**src/rtl/hmac_cmd_seq.sv**
```systemverilog
`timescale 1ns/1ps
module hmac_cmd_seq #(
  parameter int AW        = 9,
  parameter int DW        = 32,
  parameter int MSG_WORDS = 16,
  parameter int RES_WORDS = 8,
  parameter int KEYS      = 8,
  parameter int PW        = 4,
  parameter logic [29:0] VERSION = 30'd538969624
) (
  input  logic                      clk,
  input  logic                      rst_n,
  input  logic                      bus_we,
  input  logic [AW-1:0]             bus_addr,
  input  logic [DW-1:0]             bus_wdata,
  output logic [DW-1:0]             bus_rdata,
  input  logic [KEYS*PW-1:0]        key_purposes,
  output logic                      eng_req,
  output logic                      eng_first,
  output logic [1:0]                eng_pad,
  output logic [MSG_WORDS*DW-1:0]   eng_block,
  input  logic                      eng_done,
  input  logic [RES_WORDS*DW-1:0]   eng_digest,
  output logic                      inv_a,
  output logic                      inv_b
);
  localparam int KW   = $clog2(KEYS);
  localparam int MIW  = $clog2(MSG_WORDS);
  localparam int RIW  = $clog2(RES_WORDS);
  localparam int MSG_BYTES = MSG_WORDS * DW / 8;
  localparam int RES_BYTES = RES_WORDS * DW / 8;
  localparam logic [AW-1:0] A_START = AW'('h040);
  localparam logic [AW-1:0] A_PURP  = AW'('h044);
  localparam logic [AW-1:0] A_KEY   = AW'('h048);
  localparam logic [AW-1:0] A_CONF  = AW'('h04C);
  localparam logic [AW-1:0] A_FIRST = AW'('h050);
  localparam logic [AW-1:0] A_CONT  = AW'('h054);
  localparam logic [AW-1:0] A_HWPAD = AW'('h058);
  localparam logic [AW-1:0] A_REL   = AW'('h05C);
  localparam logic [AW-1:0] A_INVA  = AW'('h060);
  localparam logic [AW-1:0] A_INVB  = AW'('h064);
  localparam logic [AW-1:0] A_ERR   = AW'('h068);
  localparam logic [AW-1:0] A_BUSY  = AW'('h06C);
  localparam logic [AW-1:0] A_MSG   = AW'('h080);
  localparam logic [AW-1:0] A_RES   = AW'('h0C0);
  localparam logic [AW-1:0] A_SWPAD = AW'('h0F0);
  localparam logic [AW-1:0] A_NOPAD = AW'('h0F4);
  localparam logic [AW-1:0] A_VER   = AW'('h1FC);

  typedef enum logic [2:0] {S_IDLE, S_CFG, S_MSG1, S_RUN, S_MSGN, S_RES} st_t;

  st_t                    st;
  logic [PW-1:0]          purpose_q;
  logic [KW-1:0]          key_q;
  logic                   err_q, first_q, final_q;
  logic [1:0]             pad_q;
  logic [DW-1:0]          msg_q [MSG_WORDS];
  logic [RES_WORDS*DW-1:0] res_q;
  logic                   inv_a_q, inv_b_q;

  function automatic logic hit(input logic [AW-1:0] off);
    return bus_we && (bus_addr == off);
  endfunction

  wire in_msg = (bus_addr >= A_MSG) && (bus_addr < A_MSG + AW'(MSG_BYTES));
  wire in_res = (bus_addr >= A_RES) && (bus_addr < A_RES + AW'(RES_BYTES));
  wire [MIW-1:0] msg_idx = bus_addr[2 +: MIW];
  wire [RIW-1:0] res_idx = bus_addr[2 +: RIW];
  wire [PW-1:0] key_purpose = key_purposes[key_q*PW +: PW];
  wire busy   = (st != S_IDLE);
  wire res_ok = (st == S_RES);
  wire msg_wr = bus_we && in_msg && (st != S_RUN);

  assign eng_req   = (st == S_RUN);
  assign eng_first = first_q;
  assign eng_pad   = pad_q;
  assign inv_a     = inv_a_q;
  assign inv_b     = inv_b_q;

  for (genvar i = 0; i < MSG_WORDS; i++) begin : g_pack
    assign eng_block[i*DW +: DW] = msg_q[i];
  end

  always_ff @(posedge clk or negedge rst_n) begin
    if (!rst_n) begin
      for (int i = 0; i < MSG_WORDS; i++) msg_q[i] <= '0;
    end else if (msg_wr) begin
      msg_q[msg_idx] <= bus_wdata;
    end
  end

  always_ff @(posedge clk or negedge rst_n) begin
    if (!rst_n) begin
      inv_a_q <= 1'b0;
      inv_b_q <= 1'b0;
    end else begin
      inv_a_q <= hit(A_INVA);
      inv_b_q <= hit(A_INVB);
    end
  end

  always_ff @(posedge clk or negedge rst_n) begin
    if (!rst_n) begin
      st        <= S_IDLE;
      purpose_q <= '0;
      key_q     <= '0;
      err_q     <= 1'b0;
      first_q   <= 1'b0;
      final_q   <= 1'b0;
      pad_q     <= 2'b00;
      res_q     <= '0;
    end else begin
      case (st)
        S_IDLE: if (hit(A_START)) st <= S_CFG;
        S_CFG: begin
          if (hit(A_PURP)) purpose_q <= bus_wdata[PW-1:0];
          if (hit(A_KEY))  key_q     <= bus_wdata[KW-1:0];
          if (hit(A_CONF)) begin
            err_q <= (key_purpose != purpose_q);
            st    <= S_MSG1;
          end
        end
        S_MSG1: begin
          if (err_q && hit(A_REL)) begin
            err_q <= 1'b0;
            st    <= S_IDLE;
          end else if (!err_q && hit(A_FIRST)) begin
            first_q <= 1'b1;
            pad_q   <= 2'b00;
            final_q <= 1'b0;
            st      <= S_RUN;
          end
        end
        S_RUN: if (eng_done) begin
          res_q <= eng_digest;
          st    <= final_q ? S_RES : S_MSGN;
        end
        S_MSGN: begin
          if (hit(A_CONT)) begin
            first_q <= 1'b0; pad_q <= 2'b00; final_q <= 1'b0; st <= S_RUN;
          end else if (hit(A_HWPAD)) begin
            first_q <= 1'b0; pad_q <= 2'b01; final_q <= 1'b1; st <= S_RUN;
          end else if (hit(A_SWPAD)) begin
            first_q <= 1'b0; pad_q <= 2'b10; final_q <= 1'b1; st <= S_RUN;
          end else if (hit(A_NOPAD)) begin
            st <= S_RES;
          end
        end
        S_RES: if (hit(A_REL)) begin
          res_q   <= '0;
          first_q <= 1'b0;
          pad_q   <= 2'b00;
          final_q <= 1'b0;
          st      <= S_IDLE;
        end
        default: st <= S_IDLE;
      endcase
    end
  end

  always_comb begin
    bus_rdata = '0;
    if (bus_addr == A_ERR)       bus_rdata[0] = err_q;
    else if (bus_addr == A_BUSY) bus_rdata[0] = busy;
    else if (bus_addr == A_VER)  bus_rdata[29:0] = VERSION;
    else if (in_res && res_ok)   bus_rdata = res_q[res_idx*DW +: DW];
  end
endmodule

```
**config.mk**
```make
export PLATFORM = sky130hd
export DESIGN_NAME = hmac_cmd_seq
export DESIGN_NICKNAME = d
export VERILOG_FILES = /design/src/rtl/hmac_cmd_seq.sv
export SDC_FILE = /design/constraint.sdc
export NUM_CORES = 1
export LEC_CHECK = 0
export BUFFER_PORTS_ARGS = -buffer_cell sky130_fd_sc_hd__buf_2
export CORE_AREA = 2 2 342 344
export CTS_BUF_LIST = sky130_fd_sc_hd__clkbuf_4 sky130_fd_sc_hd__clkbuf_8
export CTS_CLUSTER_DIAMETER = 120
export CTS_CLUSTER_SIZE = 10
export DETAILED_ROUTE_END_ITERATION = 6
export DIE_AREA = 0 0 344 346
export PLACE_DENSITY = 0.54
export SLEW_MARGIN = 25
export SYNTH_ARGS = -nofsm -noshare
export SYNTH_HDL_FRONTEND = slang
export SYNTH_SLANG_ARGS = --single-unit
```
**constraint.sdc**
```tcl
create_clock -name clk -period 4.6 [get_ports clk]
set_input_delay 0.46 -clock clk [delete_from_list [all_inputs] [get_ports clk]]
set_output_delay 0.46 -clock clk [all_outputs]
set_load 0.005 [all_outputs]
```
## After elaboration in Yosys (flattened, before gate mapping)

Index checks and enable logic that the tools add are counted.

- Word-level logic and storage cells: 147
- Flip-flop bits (word level): 785
- Output and inout bits: 550
- Input bits: 333

- $lt $le $gt $ge: 6
- Bitwise operators: 1
- Reduce and logical (&&, ||, !) cells: 32
- Mux-type cells: 48
- Equal/unequal tests: 32
- Shifts and indexed selects: 2

Operators with widths:

| kind | count |
|---|---|
| bitwise mux 512 bit | 1 |
| 2-to-1 mux 256 bit | 2 |
| case mux 256 bit (2 select lines) | 1 |
| variable part select 256 x 9 -> 32 bit | 1 |
| demux 32 bit (select 4 bit) | 1 |
| == test 9 x 7 -> 1 bit (second input constant) | 12 |
| 2-to-1 mux 32 bit | 2 |
| 2-to-1 mux 31 bit | 2 |
| variable part select 32 x 6 -> 4 bit | 1 |
| 2-to-1 mux 3 bit | 10 |
| 2-to-1 mux 30 bit | 1 |
| logical AND 1 bit | 20 |
| == test 9 x 8 -> 1 bit (second input constant) | 2 |
| >= comparator 9 x 8 -> 1 bit (second input constant) | 2 |
| less-than comparator 9 x 8 -> 1 bit (second input constant) | 2 |
| case mux 3 bit (6 select lines) | 1 |
| 2-to-1 mux 1 bit | 16 |
| 2-to-1 mux 2 bit | 7 |
| inequality test 2 bit (second input constant) | 5 |
| == test 9 bit (second input constant) | 1 |
| == test 3 x 2 -> 1 bit (second input constant) | 2 |
| == test 3 bit (second input constant) | 2 |
| case mux 1 bit (3 select lines) | 2 |
| case mux 2 bit (3 select lines) | 1 |
| 19 further kinds | 24 |

## Depth between registers and ports, before layout

- Depth after elaboration: 7
- Mapped depth: 11
- Mapped depth without buffers: 5

## Worst setup path after synthesis

No wires, ideal clock.

- Path type: input to output
- From: in bus_addr[2]
- To: out bus_rdata[16]
- Path buffers: 2
- Data required time: 4.140 ns
- Arrival: 1.940 ns
- Setup slack: 2.200 ns
- Stages: 5
- Path through: buf_2 buf_1 mux4_2 nand2_1 a21oi_1

- Longest elaborated chain between the ends: 7
- Elaborated cells between the ends (all ways): 12
- Classes of those cells: order compare: 2; eq/ne: 3; shift: 1; mux: 4; reduce/logical: 2

RTL lines:

| what | RTL line | text |
|---|---|---|
| start, declared | 14 | `input logic [AW-1:0] bus_addr,` |
| branches (longest 6 deep; another with variable part select 256 x 9 -> 32 bit) | n/a |  |
| 2-to-1 mux 31 bit (*) | 163 | `if (bus_addr == A_ERR) bus_rdata[0] = err_q;` |
| end, declared | 16 | `output logic [DW-1:0] bus_rdata,` |

Every way passes the cells marked *.

## Worst setup path in the final report

- From: reg st[1]
- To: out bus_rdata[0]

- Longest elaborated chain between the ends: 6
- Elaborated cells between the ends (all ways): 7
- Classes of those cells: eq/ne: 1; mux: 4; reduce/logical: 2

RTL lines:

| what | RTL line | text |
|---|---|---|
| start, declared | 52 | `st_t st;` |
| start signal, assigned | 136 | `st <= final_q ? S_RES : S_MSGN;` |
| == test 3 bit | 71 | `wire res_ok = (st == S_RES);` |
| logical AND 1 bit | 166 | `else if (in_res && res_ok) bus_rdata = res_q[res_idx*DW +: DW];` |
| 2-to-1 mux 32 bit | 166 |  |
| 2-to-1 mux 30 bit | 165 | `else if (bus_addr == A_VER) bus_rdata[29:0] = VERSION;` |
| 2-to-1 mux 1 bit (*) | 164 | `else if (bus_addr == A_BUSY) bus_rdata[0] = busy;` |
| 2-to-1 mux 1 bit (*) | 163 |  |

Mark *: on every way between the ends. The rest lies on a longest branch, timed or not.

==> metrics.txt <==
Yosys cell types=48; FF-to-FF setup slack=1.59 ns; Post-synth top flop=dfrtp_1; fin. max-slew vios=0; Sinks on Clock Net=785; largest net degree at the start of global routing=126; WL/cell=around 23 um; gpl congestion=0.811; Async S/R FF share, synth=between 90% and 100%; DIE WIDTH=344 um; worst hold path class=in2reg; max_slew headroom=roughly 35%; largest area contributor in the synthesized netlist=dfrtp_1; post-synth top area share=60.6%; maximum root-to-sink buffer count=3; Post-synth EDFFs=0; Die Ht=around 350 um; CP Max Fanout=32; dpl hpwl=roughly 84000 um; worst slew pin tran=0.969 ns; routed vias/inst=between 4 and 5; logic gate share of total power=20.6%; ANT nets after route=0; Mapped Nets=slightly below 3000; f_max=just over 300 MHz; CTS tree=done; Flop pwr share=between 50 and 60%; #FFs+latches synth=785; Mapped Cells=around 2600; cell area after synthesis=around 32000 um2; critical path class=reg2out; P&R area growth vs syn=30.5%; Clock Latency Late Sink=slightly below 0.8 ns; DRT Pass-1 Iters=6; run status=finished clean; Vias=about 24000; vias in the first global route=~24000; RSZ-0062 raised after global routing=no; share of total power in the clock network=a little over a quarter; endpoints failing hold=0; fraction of layout cells with a size suffix above 1=45.1%; root buf cell=clkbuf_8; Setup Slack @ Placement=about 1.2 ns; PwrDens=399 nW/um2; I/O pin total=about 880; Internal Power=approximately 12 mW; largest cells by area after synthesis=dfrtp_1 (61%), mux2_2 (18%), nand2_1 (6.8%); first-pass GRT wire length=about 170000 um; remaining global-route overflow=0; initial drt markers=1305; synth warn=0; filler instances=between 10000 and 15000; buffers added on ports=between 800 and 900; TritonCTS buffer count=90; htree depth=3; syn_area_per_cell=roughly 13 um2; Worst setup EP type=primary output; Leak Pwr=between 20 and 25 nW; final setup fails=0; VDD IR max=approximately 0.25 mV; final wirelength=about 120000 um; final setup margin=around 1.3 ns; Crit path arrival time=between 2 and 3 ns; top cells by count, synth=dfrtp_1 (785), nand2_1 (588), mux2_2 (522); Data required, critical path=between 4 and 5 ns; max_cap viols=0; full die area=roughly 120000 um2; core area=approximately 120000 um2; Starting Density=between 20% and 30%; setup TNS=0 ns; switching share of power=a little under a third; fin crit period=about 3.3 ns; Psw=around 5.1 mW; cell with the most instances after synthesis=dfrtp_1; Total GRT Usage=approximately a fifth; residual DRC count=0; Reg clk slew, reported paths=about 0.080 ns; Final nets=approximately 4000; clk_skew=0.0537 ns; crit start category=flop; Rows=between 100 and 150; initial antenna violation count=16; sequential area share after synthesis=60.6%; period utilisation layout=71.1%
final cells by class:
class                      count  area [um2]  share of cell area, %
inverter                       6        22.5                 0.0533
clock inverter                11         138                  0.325
sequential                   785       19600                   46.5
clock buffer                  91        1250                   2.95
timing repair buffer        1182        7430                   17.6
antenna                       10        25.0                 0.0592
tap                         1524        1910                   4.51
multi-input combinational   1574       11900                   28.1
kinds of logic (layout without fill, tap and decap cells):
group	after synthesis	count (layout)	synth area share (%)
other	0	10	0
muxes	607	607	23.4
DFF	785	785	60.6
buffers and inverters	205	1290	2.94
AOI/OAI and AO/OA	317	317	5.05
and+or+nand+nor	646	646	7.88
xor gates and xnor gates	4	4	0.108
registers in the layout, indices dropped and copies added, names as in the netlist, 2 cells and up:
register / flops
purpose_q: 4
res_q: 256
st: 3
eng_pad: 2
eng_block: 512
key_q: 3
through the flow:
step / hold WS, ns / utilization [%] / power, mW / cells / instance area (um2)
final: 0.132 / 36.6 / 16.9 / 5183 / 42300
after global routing: 0.0656 / 36.6 / 17.8 / 5176 / 42300
after CTS: 0.00602 / 36.6 / 17.1 / 5173 / 42300
after detailed placement: 0.466 / 33.3 / 12.5 / 4823 / 38400
after global placement: 0.457 / 33.3 / 12.4 / 4823 / 38400
after floorplan: 0.164 / - / 10.8 / 2564 / 32400
worst max-delay path, cell delays in order (launching register included):
cell and delay [ns]:
dfrtp_1 0.48, nand3b_1 0.26, or4_1 0.49, buf_4 0.26
o22ai_1 0.15, o31a_1 0.28, buf_2 0.17
timing repair:
action,4_1_cts,5_1_grt
resized for setup,0,0
hold buffers,248,0
endpoints found under the hold margin,317,0
buffers inserted,0,0
placed cells by master, fill, tap and decap left out, types with 3 or more instances in the layout:
| cell | n |
|---|---|
| buf_2 | 879 |
| dfrtp_1 | 785 |
| nand2_1 | 573 |
| mux2_2 | 522 |
| dlygate4sd3_1 | 248 |
| o21ai_1 | 180 |
| clkbuf_8 | 90 |
| o21ai_0 | 87 |
| mux4_2 | 69 |
| buf_4 | 44 |
| a21oi_1 | 31 |
| nor2_1 | 18 |
| mux2i_1 | 15 |
| nand2_2 | 13 |
| diode_2 | 10 |
| buf_12 | 10 |
| inv_1 | 5 |
| nand4_1 | 5 |
| nor3_1 | 5 |
| nand3b_1 | 4 |
| and2_1 | 4 |
| nor2b_1 | 4 |
| a31oi_1 | 4 |
| inv_6 | 4 |
| and3_1 | 3 |
| nor4_1 | 3 |
| xor2_1 | 3 |
| nand3_1 | 3 |
path summary, 6_finish.rpt:
| check | from | endpoint | depth (start not counted) |
|---|---|---|---|
| min in group asynchronous | rst_n | res_q[0] | 2 |
| max | st[1] | bus_rdata[0] | 6 |
| max reg2reg | st[2] | eng_block[318] | 6 |
| min | bus_addr[1] | inv_a | 4 |
| max in group asynchronous | rst_n | eng_block[232] | 3 |
| min reg2reg | res_q[66] | res_q[66] | 2 |
power by group through the flow:
stage / clock network [mW] / registers (mW) / logic (mW)
global placement: 0 / 9.11 / 3.33
floorplan: 0 / 8.93 / 1.87
detailed placement: 0 / 9.16 / 3.37
CTS: 4.55 / 9.02 / 3.54
finish: 4.38 / 9.03 / 3.48
global route: 4.82 / 9.17 / 3.85
metal layers:
layer	vias up	global-route usage (%)	wire, um
li1	10900	-	-
met5	-	0	93
met1	12100	23.4	47800
met3	202	5.11	8780
met2	881	33.4	58500
met4	14	8.04	4760
Power figures use the tool's default switching activity.
